[config.mk]
export PLATFORM = sky130hd
export DESIGN_NAME = svc_button_ctrl
export DESIGN_NICKNAME = d
export VERILOG_FILES = /design/src/rtl/svc_btn_pkg.sv /design/src/rtl/svc_btn_filter.sv /design/src/rtl/svc_btn_gesture.sv /design/src/rtl/svc_btn_window.sv /design/src/rtl/svc_button_ctrl.sv
export SDC_FILE = /design/constraint.sdc
export NUM_CORES = 1
export LEC_CHECK = 0
export BUFFER_PORTS_ARGS = -buffer_cell sky130_fd_sc_hd__buf_2
export CAP_MARGIN = 30
export CORE_AREA = 3 3 100 102
export DETAILED_ROUTE_END_ITERATION = 8
export DIE_AREA = 0 0 103 105
export GPL_TIMING_DRIVEN = 0
export SLEW_MARGIN = 15
export SYNTH_ARGS = -nofsm -noshare
export SYNTH_HDL_FRONTEND = slang
export SYNTH_HIERARCHICAL = 1
export SYNTH_SLANG_ARGS = --single-unit
[constraint.sdc]
create_clock -name clk -period 2.4 [get_ports clk]
set_input_delay 0.36 -clock clk [delete_from_list [all_inputs] [get_ports clk]]
set_output_delay 0.36 -clock clk [all_outputs]
set_load 0.005 [all_outputs]
[src/rtl/svc_btn_pkg.sv]
// Package: shared types and codes for the service button controller.
// Assumes a two-bit colour code; state encoding is internal.
package svc_btn_pkg;
    localparam int COLOUR_W = 2;
    typedef logic [COLOUR_W-1:0] colour_t;

    localparam colour_t CLR_OFF     = 2'b00;
    localparam colour_t CLR_HEALTHY = 2'b01;
    localparam colour_t CLR_ERROR   = 2'b10;

    typedef enum logic [2:0] {
        GS_BOOT,
        GS_IDLE,
        GS_PRESS,
        GS_WAIT_REL,
        GS_PWR_HOLD,
        GS_PWR_REBOOT
    } gest_state_t;
endpackage

[src/rtl/svc_btn_filter.sv]
// Module: svc_btn_filter
// Synchronises the active-low raw button into the clock domain and
// accepts a new level only after it has been unchanged for DEB_MS ticks.
// Assumes tick_i is a one-cycle strobe; SYNC_STAGES >= 2, DEB_MS >= 2.
// settled_o rises with the first accepted level after reset and stays high.
module svc_btn_filter #(
    parameter int SYNC_STAGES = 2,
    parameter int DEB_MS      = 20
) (
    input  logic clk,
    input  logic rst_n,
    input  logic tick_i,
    input  logic btn_n_i,
    output logic pressed_o,
    output logic settled_o
);
    localparam int CW = $clog2(DEB_MS);
    localparam logic [CW-1:0] CNT_LAST = CW'(DEB_MS - 1);

    logic [SYNC_STAGES-1:0] sync_q;
    logic                   synced;
    logic                   cand_q;
    logic [CW-1:0]          cnt_q;

    assign synced = sync_q[SYNC_STAGES-1];

    // Purpose: shift the inverted raw level through the synchroniser.
    always_ff @(posedge clk) begin
        if (!rst_n) sync_q <= '0;
        else        sync_q <= {sync_q[SYNC_STAGES-2:0], ~btn_n_i};
    end

    // Purpose: track the candidate level and accept it once stable.
    always_ff @(posedge clk) begin
        if (!rst_n) begin
            cand_q    <= 1'b0;
            cnt_q     <= '0;
            pressed_o <= 1'b0;
            settled_o <= 1'b0;
        end else if (synced != cand_q) begin
            cand_q <= synced;
            cnt_q  <= '0;
        end else if (tick_i) begin
            if (cnt_q == CNT_LAST) begin
                pressed_o <= cand_q;
                settled_o <= 1'b1;
                cnt_q     <= '0;
            end else begin
                cnt_q <= cnt_q + 1'b1;
            end
        end
    end
endmodule

[src/rtl/svc_btn_gesture.sv]
// Module: svc_btn_gesture
// Classifies filtered presses into short press, run-time long hold and
// power-up hold, emitting registered single-cycle event pulses.
// Assumes SHORT_MS < HOLD_MS; one counter serves both kinds of hold.
module svc_btn_gesture
    import svc_btn_pkg::*;
#(
    parameter int SHORT_MS = 1000,
    parameter int HOLD_MS  = 5000
) (
    input  logic clk,
    input  logic rst_n,
    input  logic tick_i,
    input  logic pressed_i,
    input  logic settled_i,
    output logic short_o,
    output logic reboot_o,
    output logic restore_o
);
    localparam int HW = $clog2(HOLD_MS + 1);
    localparam logic [HW-1:0] HOLD_LAST = HW'(HOLD_MS - 1);
    localparam logic [HW-1:0] SHORT_LIM = HW'(SHORT_MS);

    gest_state_t   state_q;
    logic [HW-1:0] hcnt_q;

    // Purpose: gesture state machine with hold counter and event pulses.
    always_ff @(posedge clk) begin
        if (!rst_n) begin
            state_q   <= GS_BOOT;
            hcnt_q    <= '0;
            short_o   <= 1'b0;
            reboot_o  <= 1'b0;
            restore_o <= 1'b0;
        end else begin
            short_o   <= 1'b0;
            reboot_o  <= 1'b0;
            restore_o <= 1'b0;
            case (state_q)
                GS_BOOT: begin
                    if (settled_i) begin
                        hcnt_q  <= '0;
                        state_q <= pressed_i ? GS_PWR_HOLD : GS_IDLE;
                    end
                end
                GS_IDLE: begin
                    if (pressed_i) begin
                        hcnt_q  <= '0;
                        state_q <= GS_PRESS;
                    end
                end
                GS_PRESS: begin
                    if (!pressed_i) begin
                        short_o <= (hcnt_q < SHORT_LIM);
                        state_q <= GS_IDLE;
                    end else if (tick_i) begin
                        if (hcnt_q == HOLD_LAST) begin
                            reboot_o <= 1'b1;
                            state_q  <= GS_WAIT_REL;
                        end else begin
                            hcnt_q <= hcnt_q + 1'b1;
                        end
                    end
                end
                GS_WAIT_REL: begin
                    if (!pressed_i) state_q <= GS_IDLE;
                end
                GS_PWR_HOLD: begin
                    if (!pressed_i) begin
                        state_q <= GS_IDLE;
                    end else if (tick_i) begin
                        if (hcnt_q == HOLD_LAST) begin
                            restore_o <= 1'b1;
                            state_q   <= GS_PWR_REBOOT;
                        end else begin
                            hcnt_q <= hcnt_q + 1'b1;
                        end
                    end
                end
                GS_PWR_REBOOT: begin
                    reboot_o <= 1'b1;
                    state_q  <= GS_WAIT_REL;
                end
                default: state_q <= GS_IDLE;
            endcase
        end
    end
endmodule

[src/rtl/svc_btn_window.sv]
// Module: svc_btn_window
// Timed status window started or restarted by a short-press event and
// the indicator enable and colour derived from it and the error flag.
// Assumes SHOW_MS >= 2; a restart wins over expiry in the same cycle.
module svc_btn_window
    import svc_btn_pkg::*;
#(
    parameter int SHOW_MS = 10000
) (
    input  logic    clk,
    input  logic    rst_n,
    input  logic    tick_i,
    input  logic    short_i,
    input  logic    err_i,
    output logic    ind_on_o,
    output colour_t colour_o
);
    localparam int WW = $clog2(SHOW_MS);
    localparam logic [WW-1:0] SHOW_LAST = WW'(SHOW_MS - 1);

    logic          active_q;
    logic [WW-1:0] wcnt_q;

    // Purpose: run the window counter, restarting on each short press.
    always_ff @(posedge clk) begin
        if (!rst_n) begin
            active_q <= 1'b0;
            wcnt_q   <= '0;
        end else if (short_i) begin
            active_q <= 1'b1;
            wcnt_q   <= '0;
        end else if (active_q && tick_i) begin
            if (wcnt_q == SHOW_LAST) begin
                active_q <= 1'b0;
                wcnt_q   <= '0;
            end else begin
                wcnt_q <= wcnt_q + 1'b1;
            end
        end
    end

    // Purpose: select indicator enable and colour code.
    always_comb begin
        ind_on_o = active_q | err_i;
        if (err_i)         colour_o = CLR_ERROR;
        else if (active_q) colour_o = CLR_HEALTHY;
        else               colour_o = CLR_OFF;
    end
endmodule

[src/rtl/svc_button_ctrl.sv]
// Module: svc_button_ctrl (top)
// Service button gesture controller: filter, gesture classifier and
// status window in a chain. Assumes tick_i pulses once per millisecond.
module svc_button_ctrl
    import svc_btn_pkg::*;
#(
    parameter int SYNC_STAGES = 2,
    parameter int DEB_MS      = 20,
    parameter int SHORT_MS    = 1000,
    parameter int HOLD_MS     = 5000,
    parameter int SHOW_MS     = 10000
) (
    input  logic       clk,
    input  logic       rst_n,
    input  logic       btn_n_i,
    input  logic       err_i,
    input  logic       tick_i,
    output logic       ind_on_o,
    output logic [1:0] colour_o,
    output logic       reboot_o,
    output logic       restore_o
);
    logic deb_pressed;
    logic deb_settled;
    logic short_evt;

    svc_btn_filter #(
        .SYNC_STAGES(SYNC_STAGES),
        .DEB_MS     (DEB_MS)
    ) u_filter (
        .clk      (clk),
        .rst_n    (rst_n),
        .tick_i   (tick_i),
        .btn_n_i  (btn_n_i),
        .pressed_o(deb_pressed),
        .settled_o(deb_settled)
    );

    svc_btn_gesture #(
        .SHORT_MS(SHORT_MS),
        .HOLD_MS (HOLD_MS)
    ) u_gesture (
        .clk      (clk),
        .rst_n    (rst_n),
        .tick_i   (tick_i),
        .pressed_i(deb_pressed),
        .settled_i(deb_settled),
        .short_o  (short_evt),
        .reboot_o (reboot_o),
        .restore_o(restore_o)
    );

    svc_btn_window #(
        .SHOW_MS(SHOW_MS)
    ) u_window (
        .clk     (clk),
        .rst_n   (rst_n),
        .tick_i  (tick_i),
        .short_i (short_evt),
        .err_i   (err_i),
        .ind_on_o(ind_on_o),
        .colour_o(colour_o)
    );
endmodule

==> results by group, run 1 <==
Routing
  • DRT Wirelength: 4240 µm
  • Detail Route Antenna Nets: 0
  • Drt first-iter violations: 89
  • Drt pass-1 iters: 6
  • Vias per cell: 4.77
  • Via count: 1804
  • WL per Instance: 11.2 µm
  • DRC Markers: 0

CTS
  • Root Buffer: clkbuf_8
  • Clock Tree Buf Depth: 2
  • CTS clk-pin slew, worst paths: 0.08 ns
  • Worst-skew pair later-pin latency: 0.30 ns
  • Post_cts resized: 0
  • CTS buffer count: 5
  • CTS tree: done
  • Post-cts hold buffer count: 0
  • Post-CTS Setup Inserts: 0
  • H-tree Lvls: 2
  • Sink Count: 44

Synth
  • Cell Area, Synth: 0.00227 mm²
  • Async S/R FF share, synth: 0
  • Synth Instances: 250
  • Area share of the largest cell type after synthesis: 0.388
  • Cell accounting for the most synthesized area: dfxtp_1
  • Syn_nets: 259
  • Post-synthesis sequential area ratio: 0.388
  • Commonest cells in the netlist: dfxtp_1 (44), nor2_1 (30), xnor2_1 (16), nand2_1 (15), nand3_1 (15)
  • Post-synth EDFFs: 0
  • Library cells used by synthesis: 54
  • Total number of yosys warnings: 6
  • Most frequent cell after synthesis: dfxtp_1
  • Synth top area cells: dfxtp_1 (39%), xnor2_1 (6.2%), nor2_1 (5.0%)
  • Syn Area/Cell: 9.07 µm²
  • Seq cells post-synth: 44
  • Most used DFF post-synth: dfxtp_1

Setup path
  • Cell count along the critical path: 7
  • Reg2reg end: u_gesture/hcnt_q[7]$_SDFFE_PN0P_
  • CP delay by family, top: compound AO/OA/AOI/OAI gates
  • Nature of the critical path startpoint: flip-flop
  • Slowest Stage Delay on Critical Path: 0.43 ns
  • Reg2Reg Depth: 7
  • Critical path type: flip-flop to flip-flop
  • CP max stage cell: o31ai_2
  • Reg2reg setup slack: 0.32 ns
  • RR Startpoint: u_gesture/hcnt_q[0]$_SDFFE_PN0P_
  • Arrival time at the worst endpoint: 2.23 ns
  • Worst-path fanout max: 10
  • CP required: 2.55 ns
  • Buffers and inverters on the worst path: 1
  • CP cell instances: ha_1, nand4bb_1, o31ai_2, a21o_1, buf_6, or4_1, a21oi_1
  • CP startpoint: u_gesture/hcnt_q[0]$_SDFFE_PN0P_
  • CP Capture Type: flip-flop

Floorplanning
  • Die W: 103 µm
  • Die height: 105 µm
  • Die footprint: 0.0108 mm²
  • Starting Density: 0.247
  • IO Count: 10
  • Rows: 35
  • Core Footprint: 0.00920 mm²

STA
  • Final setup viols: 0
  • RSZ-0062 raised after global routing: false
  • Minimum clock period: 2.08 ns
  • Max Freq: 0.481 GHz
  • Max Clock Skew: 0.00670 ns
  • WHS: 0.203 ns
  • Worst setup margin: 0.320 ns
  • Period utilization: 0.867
  • Fin Setup TNS: 0 ns
  • Worst-Margin Slew: 0.764 ns
  • Normalized max-slew margin: 0.488
  • Slew Limit Fails: 0
  • Hold Vio Cnt, Final: 0

Hold path
  • HP Class: primary input to flip-flop
  • Hold EP: u_filter/sync_q[0]$_SDFF_PN0_
  • Min-Delay Startpoint: btn_n_i
  • Hold path depth: 2

Placement
  • Cells after DPL: 370
  • Port bufs: 9
  • Hpwl dp: 3050 µm
  • Gpl congestion: 0.773
  • Dpl cell area: 0.00245 mm²
  • Post-Place Setup Slack: 0.388 ns

Cells and area
  • ANT cells: 0
  • Final core occ: 0.278
  • Area delta synth->final: 12.9%
  • Share of layout cells above drive strength 1: 0.124
  • Layout Cells excl Fill: 378
  • Final Cell Area: 0.00256 mm²
  • # nets final: 275

Global route
  • Vias in the first global route: 1669
  • Initial antenna violation count: 0
  • First-pass GRT wire length: 7500 µm
  • GR Overflow Total: 0
  • Total Routing Usage GR: 0.0846
  • Pin count of the biggest net entering global routing: 14

Power
  • Total power: 1.35 mW
  • Leakage: 0.878 nW
  • Max VDD drop: 0.189 mV
  • Power Density: 526 mW/mm²

Job
  • Max-cap viol count: 0

Run status
  • Status: completed
## registers in the layout (all words and copies together) (netlist names), 2 cells and up
register	count
u_filter/cnt_q	5
u_filter/sync_q	2
u_window/wcnt_q	14
u_gesture/state_q	3
u_gesture/hcnt_q	13
## placed cells by master, fill, tap and decap left out, types with 2 or more instances in the layout
master,netlist,final
nand2_1,15,15
o31ai_1,4,4
a21oi_1,7,7
ha_1,4,4
dfxtp_1,44,44
xor2_1,7,7
or2_1,2,2
nand4_1,6,6
nor2_1,30,30
o21a_1,4,4
o31ai_2,2,2
or4b_1,2,2
and3_1,3,3
and2_1,2,2
buf_2,2,11
nand3_1,15,15
nor4_1,7,7
o21ai_0,2,2
xnor2_1,16,16
o21ai_1,3,3
inv_1,8,8
nand4bb_1,3,3
a211oi_1,5,5
nor2b_1,5,5
nor3_1,13,13
clkbuf_1,4,5
clkbuf_8,0,5
buf_6,4,4
a2111oi_0,2,2
or4_1,4,4
## cells by family after synthesis
kind of cell,Yosys count,share of synthesized area
AOI/OAI and AO/OA,40,0.147
xor gates and xnor gates,23,0.0888
adders and majority gates,4,0.0221
buffers and inverters,19,0.0474
DFF,44,0.388
muxes,2,0.0110
and+or+nand+nor,118,0.295
## worst max-delay path by stage
stage / endpoint / slack, ns
2_1_floorplan: u_gesture/hcnt_q[7]$_SDFFE_PN0P_ / 0.62
3_3_place_gp: u_gesture/hcnt_q[7]$_SDFFE_PN0P_ / 0.39
3_5_place_dp: u_gesture/hcnt_q[7]$_SDFFE_PN0P_ / 0.39
4_1_cts: u_gesture/hcnt_q[7]$_SDFFE_PN0P_ / 0.36
5_1_grt: u_gesture/hcnt_q[7]$_SDFFE_PN0P_ / 0.15
6_report: u_gesture/hcnt_q[7]$_SDFFE_PN0P_ / 0.32
## final cells by class
type | count | area, µm²
clock inverter | 2 | 35.0
buffer | 11 | 77.6
clock buffer | 6 | 72.6
sequential | 44 | 881
inverter | 8 | 30.0
fill | 983 | 6640
timing repair buffer | 9 | 45.0
tap | 111 | 139
multi-input combinational | 187 | 1280
## where the power goes
part	switching (mW)	internal [mW]	leakage (nW)
registers	0.00370	0.734	0.355
logic	0.0256	0.0181	0.467
clock network	0.256	0.309	0.0552
## layer usage
layer	global-route usage	vias up	wire, µm
met5	0	-	0
met2	0.127	22	1890
met4	0.0342	0	33
met3	0.0220	2	133
met1	0.114	837	2190
li1	-	943	-
Power figures use the tool's default switching activity.
==> run 2, diff against run 1 <==
- CORE_AREA: 3 3 100 102 -> 3 3 96 98
- DIE_AREA: 0 0 103 105 -> 0 0 99 101
- SYNTH_HIERARCHICAL: 1 -> default
==> run 2 against run 1 <==
Sequential share of layout area grew 2.1 points. Global-route usage grew 0.25 points. Flip-flop and latch count is the same. Design area shrank 5.7%. Count of clock-buffer cells in the layout is the same. Sequential power is essentially flat. First-iteration DRC count shrank 18%. Clock power grew 6.2%. Hold slack gained 0.0084 ns. Critical path type unchanged.
==> results by group, run 2 <==
Setup path
  • Reg2Reg Depth: 7 (unchanged)
  • CP required: 2.59 ns (+0.04 ns)
  • Slowest Stage Delay on Critical Path: 0.41 ns (-0.02 ns)
  • Worst-path fanout max: 10 (unchanged)
  • Reg2reg end: u_window.wcnt_q[4]$_SDFFE_PP0P_
  • Arrival time at the worst endpoint: 2.23 ns (about the same)
  • Critical path type: flip-flop to flip-flop
  • Buffers and inverters on the worst path: 2 (+1)
  • RR Startpoint: u_window.wcnt_q[0]$_SDFFE_PP0P_
  • CP Capture Type: flip-flop
  • CP delay by family, top: buffers and inverters
  • Nature of the critical path startpoint: flip-flop
  • Reg2reg setup slack: 0.35 ns (+0.03 ns)
  • CP max stage cell: dfxtp_1
  • CP cell instances: ha_1, and4_1, clkbuf_1, nand4_1, o21ai_1, buf_2, nor2_1

CTS
  • Sink Count: 44 (unchanged)
  • Root Buffer: clkbuf_8
  • H-tree Lvls: 2 (unchanged)
  • CTS tree: done
  • CTS buffer count: 5 (unchanged)
  • Clock Tree Buf Depth: 2 (unchanged)
  • Post-cts hold buffer count: 0 (unchanged)
  • Post-CTS Setup Inserts: 0 (unchanged)
  • Worst-skew pair later-pin latency: 0.30 ns (about the same)
  • CTS clk-pin slew, worst paths: 0.09 ns (about the same)

Floorplanning
  • Starting Density: 0.247 (+0.000334)
  • Die height: 101 µm (-3.8%)
  • Die W: 99 µm (-3.9%)
  • Rows: 34 (-2.9%)
  • IO Count: 10 (unchanged)
  • Die footprint: 0.0100 mm² (-7.5%)
  • Core Footprint: 0.00855 mm² (-7.0%)

STA
  • WHS: 0.212 ns (+0.00839 ns)
  • Max Freq: 0.488 GHz (+1.5%)
  • Minimum clock period: 2.05 ns (-0.0316 ns)
  • RSZ-0062 raised after global routing: false
  • Slew Limit Fails: 0 (unchanged)
  • Fin Setup TNS: 0 ns (unchanged)
  • Worst setup margin: 0.352 ns (+0.0316 ns)
  • Hold Vio Cnt, Final: 0 (unchanged)
  • Normalized max-slew margin: 0.464 (-0.0240)
  • Final setup viols: 0 (unchanged)
  • Max Clock Skew: 0.00937 ns (+0.00267 ns)
  • Period utilization: 0.854 (-0.0132)
  • Worst-Margin Slew: 0.803 ns (+0.0389 ns)

Cells and area
  • Largest Register: u_window.wcnt_q
  • # nets final: 270 (-1.8%)
  • Fill count: 908 (-7.6%)
  • Area delta synth->final: 14.3%
  • Multi-input gate area: 0.00114 mm² (-11%)
  • ANT cells: 0 (unchanged)
  • Max reg flops: 14 (unchanged)
  • Final Cell Area: 0.00241 mm² (-5.7%)
  • Layout Cells excl Fill: 371 (-1.9%)
  • Share of layout cells above drive strength 1: 0.106 (-0.0171)
  • Biggest regs: u_window.wcnt_q (14), u_gesture.hcnt_q (13), u_filter.cnt_q (5)
  • Most frequent cells in the layout: dfxtp_1 (44), nor2_1 (27), nand2_1 (15)
  • Commonest non-fill, non-tap cell in the layout: dfxtp_1
  • Final core occ: 0.282 (+0.00390)
  • Register area: 881 µm² (unchanged)

Synth
  • Most used DFF post-synth: dfxtp_1
  • Most frequent cell after synthesis: dfxtp_1
  • Library cells used by synthesis: 39 (-28%)
  • Seq cells post-synth: 44 (unchanged)
  • Cell Area, Synth: 0.00211 mm² (-6.9%)
  • Total number of yosys warnings: 0 (-6)
  • Syn Area/Cell: 8.59 µm² (-5.4%)
  • Commonest cells in the netlist: dfxtp_1 (44), nor2_1 (27), nand2_1 (15), a31oi_1 (13), nand3_1 (13)
  • Area share of the largest cell type after synthesis: 0.417 (+0.0288)
  • Synth Instances: 246 (-1.6%)
  • Post-synth EDFFs: 0 (unchanged)
  • Post-synthesis sequential area ratio: 0.417 (+0.0288)
  • Cell accounting for the most synthesized area: dfxtp_1
  • Syn_nets: 254 (-1.9%)
  • Synth top area cells: dfxtp_1 (42%), nor2_1 (4.8%), xor2_1 (4.6%)
  • Async S/R FF share, synth: 0 (unchanged)

Routing
  • DRT Wirelength: 4210 µm (-0.73%)
  • Vias per cell: 4.80 (+0.59%)
  • Detail Route Antenna Nets: 0 (unchanged)
  • WL per Instance: 11.3 µm (+1.1%)
  • DRC Markers: 0 (unchanged)
  • Via count: 1781 (-1.3%)
  • Drt pass-1 iters: 4 (-2)
  • Drt first-iter violations: 73 (-18%)

Run status
  • Status: completed

Power
  • Total power: 1.38 mW (+2.2%)
  • Power Density: 570 mW/mm² (+8.4%)
  • Leakage: 0.805 nW (-8.3%)
  • Max VDD drop: 0.226 mV (+19%)

Global route
  • Pin count of the biggest net entering global routing: 15 (+1)
  • Initial antenna violation count: 0 (unchanged)
  • Vias in the first global route: 1635 (-2.0%)
  • First-pass GRT wire length: 7250 µm (-3.4%)
  • Total Routing Usage GR: 0.0872 (+0.00254)
  • GR Overflow Total: 0 (unchanged)

Hold path
  • Hold path depth: 2 (unchanged)
  • HP Class: primary input to flip-flop
  • Hold EP: u_filter.sync_q[0]$_SDFF_PN0_
  • Min-Delay Startpoint: btn_n_i

Placement
  • Dpl cell area: 0.00229 mm² (-6.5%)
  • Cells after DPL: 363 (-1.9%)
  • Gpl congestion: 0.778 (+0.57%)
  • Post-Place Setup Slack: 0.177 ns (-0.212 ns)
  • Port bufs: 9 (unchanged)
  • Hpwl dp: 3020 µm (-1.0%)

Job
  • Max-cap viol count: 0 (unchanged)
==> run 2: logic make-up (layout without fill, tap and decap cells) <==
kind of cell / after synthesis / after routing / synth area share
and+or+nand+nor: 112 / 112 / 0.294
adders and majority gates: 3 / 3 / 0.0178
buffers and inverters: 21 / 38 / 0.0450
AOI/OAI and AO/OA: 47 / 47 / 0.146
muxes: 3 / 3 / 0.0142
xor gates and xnor gates: 16 / 16 / 0.0663
DFF: 44 / 44 / 0.417
==> run 2: layout make-up <==
| cell class | instances | area share |
|---|---|---|
| buffer | 12 | 0.0254 |
| clock buffer | 6 | 0.0342 |
| clock inverter | 2 | 0.0161 |
| inverter | 9 | 0.0140 |
| multi-input combinational | 181 | 0.471 |
| sequential | 44 | 0.365 |
| tap | 108 | 0.0560 |
| timing repair buffer | 9 | 0.0187 |
==> run 2: layer usage <==
layer / part of all wire / up-vias / GRT usage
li1: - / 921 / -
met1: 0.50 / 835 / 0.110
met2: 0.45 / 19 / 0.139
met3: 0.040 / 6 / 0.0235
met4: 0.014 / 0 / 0.0378
met5: 0 / - / 0
==> run 2: what timing repair did <==
item / in CTS / in global routing
endpoints found under the hold margin: 0 / 0
resized for setup: 0 / 1
setup endpoints to repair: 0 / 6
==> run 2: worst max-delay path by stage <==
stage                                         start                               end  depth (start not counted)
floorplan           u_window.wcnt_q[0]$_SDFFE_PP0P_   u_window.wcnt_q[0]$_SDFFE_PP0P_                          7
global placement    u_window.wcnt_q[0]$_SDFFE_PP0P_   u_window.wcnt_q[4]$_SDFFE_PP0P_                          7
detailed placement  u_window.wcnt_q[0]$_SDFFE_PP0P_   u_window.wcnt_q[3]$_SDFFE_PP0P_                          7
CTS                 u_window.wcnt_q[0]$_SDFFE_PP0P_   u_window.wcnt_q[4]$_SDFFE_PP0P_                          7
global route        u_filter.pressed_o$_SDFFE_PN0P_  u_gesture.hcnt_q[5]$_SDFFE_PN0P_                          6
finish              u_window.wcnt_q[0]$_SDFFE_PP0P_   u_window.wcnt_q[4]$_SDFFE_PP0P_                          7
==> run 2: where the power goes <==
part / switching (mW) / internal, mW / leakage (nW) / total, mW
Sequential: 0.00373 / 0.734 / 0.355 / 0.738
Combinational: 0.0225 / 0.0161 / 0.388 / 0.0386
Clock: 0.260 / 0.341 / 0.0614 / 0.600
==> run 3, diff against run 2 <==
- ABC_AREA: default -> 1
- CORE_AREA: 3 3 96 98 -> 3 3 100 102
- DIE_AREA: 0 0 99 101 -> 0 0 103 105
==> run 3 against run 2 <==
Non-clock buffer count fell by 8. Largest cell class unchanged. Critical path depth rose by 3. Total power rose by 21%. Design area rose by 5.0%. Critical endpoint is now u_gesture.hcnt_q[10]$_SDFFE_PN0P_. Combinational power rose to 11 times the previous value.
==> results by group, run 3 <==
Hold path
  • HP Class: primary input to flip-flop

Routing
  • WL per Instance: 9.81 µm (-13%)
  • DRT Wirelength: 4630 µm (+10%)
  • Vias per cell: 4.45 (-7.4%)
  • Drt pass-1 iters: 4 (unchanged)
  • Detail Route Antenna Nets: 0 (unchanged)
  • Drt first-iter violations: 101 (+38%)
  • DRC Markers: 0 (unchanged)
  • Via count: 2099 (+18%)

STA
  • Slew Limit Fails: 0 (unchanged)
  • Minimum clock period: 1.71 ns (-0.340 ns)
  • Final setup viols: 0 (unchanged)
  • Normalized max-slew margin: 0.685 (+0.222)
  • Fin Setup TNS: 0 ns (unchanged)
  • Period utilization: 0.712 (-0.142)
  • Max Freq: 0.585 GHz (+20%)
  • Max Clock Skew: 0.00641 ns (-0.00296 ns)
  • Worst-Margin Slew: 0.472 ns (-0.331 ns)
  • Worst setup margin: 0.691 ns (+0.340 ns)
  • RSZ-0062 raised after global routing: false
  • WHS: 0.215 ns (+0.00321 ns)
  • Hold Vio Cnt, Final: 0 (unchanged)

CTS
  • Post-CTS Setup Inserts: 0 (unchanged)
  • Worst-skew pair later-pin latency: 0.29 ns (about the same)
  • Clock Tree Buf Depth: 2 (unchanged)
  • Sink Count: 44 (unchanged)
  • H-tree Lvls: 2 (unchanged)
  • CTS tree: done
  • Post_cts resized: 0 (unchanged)
  • CTS clk-pin slew, worst paths: 0.08 ns (about the same)
  • Root Buffer: clkbuf_8
  • Post-cts hold buffer count: 0 (unchanged)
  • CTS buffer count: 5 (unchanged)

Synth
  • Syn_nets: 354 (+39%)
  • Post-synthesis sequential area ratio: 0.388 (-0.0288)
  • Synth top area cells: dfxtp_1 (39%), nand2_1 (14%), nor2_1 (9.9%)
  • Cell accounting for the most synthesized area: dfxtp_1
  • Area share of the largest cell type after synthesis: 0.388 (-0.0288)
  • Syn Area/Cell: 6.56 µm² (-24%)
  • Library cells used by synthesis: 28 (-28%)
  • Seq cells post-synth: 44 (unchanged)
  • Async S/R FF share, synth: 0 (unchanged)
  • Synth Instances: 346 (+41%)
  • Most used DFF post-synth: dfxtp_1
  • Post-synth EDFFs: 0 (unchanged)
  • Most frequent cell after synthesis: nand2_1
  • Cell Area, Synth: 0.00227 mm² (+7.4%)
  • Commonest cells in the netlist: nand2_1 (86), nor2_1 (60), dfxtp_1 (44), inv_1 (42), nand3_1 (29)
  • Total number of yosys warnings: 0 (unchanged)

Setup path
  • Worst-path fanout max: 10 (unchanged)
  • Arrival time at the worst endpoint: 1.93 ns (-0.30 ns)
  • CP max stage cell: dfxtp_1
  • CP required: 2.62 ns (+0.03 ns)
  • CP cell instances: ha_1, nand2_1, nor2_1, nand3_1, nand2_2, nand2_4, nand2_4, buf_6, nand2_1, a21oi_1
  • Nature of the critical path startpoint: flip-flop
  • Slowest Stage Delay on Critical Path: 0.43 ns (+0.02 ns)
  • Critical path type: flip-flop to flip-flop
  • CP Capture Type: flip-flop

Run status
  • Status: completed

Floorplanning
  • Rows: 35 (+2.9%)
  • IO Count: 10 (unchanged)
  • Starting Density: 0.247 (-0.000334)
  • Die W: 103 µm (+4.0%)
  • Die height: 105 µm (+4.0%)
  • Die footprint: 0.0108 mm² (+8.2%)
  • Core Footprint: 0.00920 mm² (+7.6%)

Placement
  • Post-Place Setup Slack: 0.718 ns (+0.541 ns)
  • Cells after DPL: 464 (+28%)
  • Gpl congestion: 0.838 (+7.8%)
  • Port bufs: 7 (-2)
  • Hpwl dp: 3510 µm (+16%)

Global route
  • GR Overflow Total: 0 (unchanged)
  • Total Routing Usage GR: 0.0922 (+0.00502)
  • Initial antenna violation count: 0 (unchanged)
  • Vias in the first global route: 1862 (+14%)
  • Pin count of the biggest net entering global routing: 14 (-1)
  • First-pass GRT wire length: 8310 µm (+15%)

Cells and area
  • # nets final: 368 (+36%)
  • Biggest regs: u_window.wcnt_q (14), u_gesture.hcnt_q (13), u_filter.cnt_q (5)
  • Share of layout cells above drive strength 1: 0.0914 (-0.0151)
  • Fill count: 1004 (+11%)
  • ANT cells: 0 (unchanged)
  • Largest Register: u_window.wcnt_q
  • Layout Cells excl Fill: 472 (+27%)
  • Most frequent cells in the layout: nand2_1 (86), nor2_1 (60), dfxtp_1 (44)
  • Area delta synth->final: 11.7%
  • Max reg flops: 14 (unchanged)
  • Commonest non-fill, non-tap cell in the layout: nand2_1

Power
  • Leakage: 0.996 nW (+24%)
  • Max VDD drop: 0.210 mV (-7.0%)
  • Power Density: 660 mW/mm² (+16%)

Job
  • Max-cap viol count: 0 (unchanged)
## run 3: metrics by stage
| step | utilization | cell area, µm² | total power [mW] |
|---|---|---|---|
| 6_report | 0.276 | 2530 | 1.67 |
| 4_1_cts | 0.276 | 2530 | 1.69 |
| 3_5_place_dp | 0.266 | 2440 | 1.21 |
| 3_3_place_gp | 0.266 | 2440 | 1.21 |
| 5_1_grt | 0.276 | 2530 | 1.79 |
| 2_1_floorplan | - | 2270 | 1.12 |
## run 3: kinds of logic (layout without fill, tap and decap cells)
kind of cell,after synthesis,in the layout,synth area share
compound gates,38,38,0.0894
xor+xnor,6,6,0.0232
fa+ha+maj,3,3,0.0165
buf+inv,51,66,0.0960
flops,44,44,0.388
simple gates,204,204,0.387
## run 3: worst paths after layout
check                                                      start                                end  slack [ns]  cells after the start
worst min register to register     u_filter.sync_q[0]$_SDFF_PN0_      u_filter.sync_q[1]$_SDFF_PN0_        0.43                      2
worst min-delay path                                     btn_n_i      u_filter.sync_q[0]$_SDFF_PN0_        0.21                      2
worst max register to register  u_gesture.hcnt_q[0]$_SDFFE_PN0P_  u_gesture.hcnt_q[10]$_SDFFE_PN0P_        0.69                     10
worst max-delay path            u_gesture.hcnt_q[0]$_SDFFE_PN0P_  u_gesture.hcnt_q[10]$_SDFFE_PN0P_        0.69                     10
## run 3: worst max-delay path: cells and delay by family (launching register included)
family	cells	cell delay [ns]
AND/OR/NAND/NOR	7	0.72
flip-flops	1	0.43
AO/OA/AOI/OAI	1	0.13
buffers and inverters	1	0.13
adder cells (fa/ha/maj)	1	0.22
## run 3: report_power, final
group          leakage (nW)  switching, mW  internal (mW)
Combinational         0.589          0.274          0.132
Sequential            0.356         0.0294          0.756
Clock                0.0510          0.251          0.230
Total                 0.996          0.554           1.12
## run 3: layout make-up
cell class | instances | area (µm²) | area share
timing repair buffer | 7 | 35.0 | 0.0138
clock buffer | 6 | 82.6 | 0.0326
multi-input combinational | 251 | 1170 | 0.461
clock inverter | 2 | 10.0 | 0.00395
inverter | 45 | 169 | 0.0666
buffer | 6 | 48.8 | 0.0192
sequential | 44 | 881 | 0.347
tap | 111 | 139 | 0.0548
## run 3: per-layer routing
layer  global-route usage  wire length (µm)  share of wire
met2                0.148              2110           0.45
met1                0.122              2260           0.49
met4               0.0250                62          0.013
met5                    0                 0              0
met3               0.0220               200          0.043
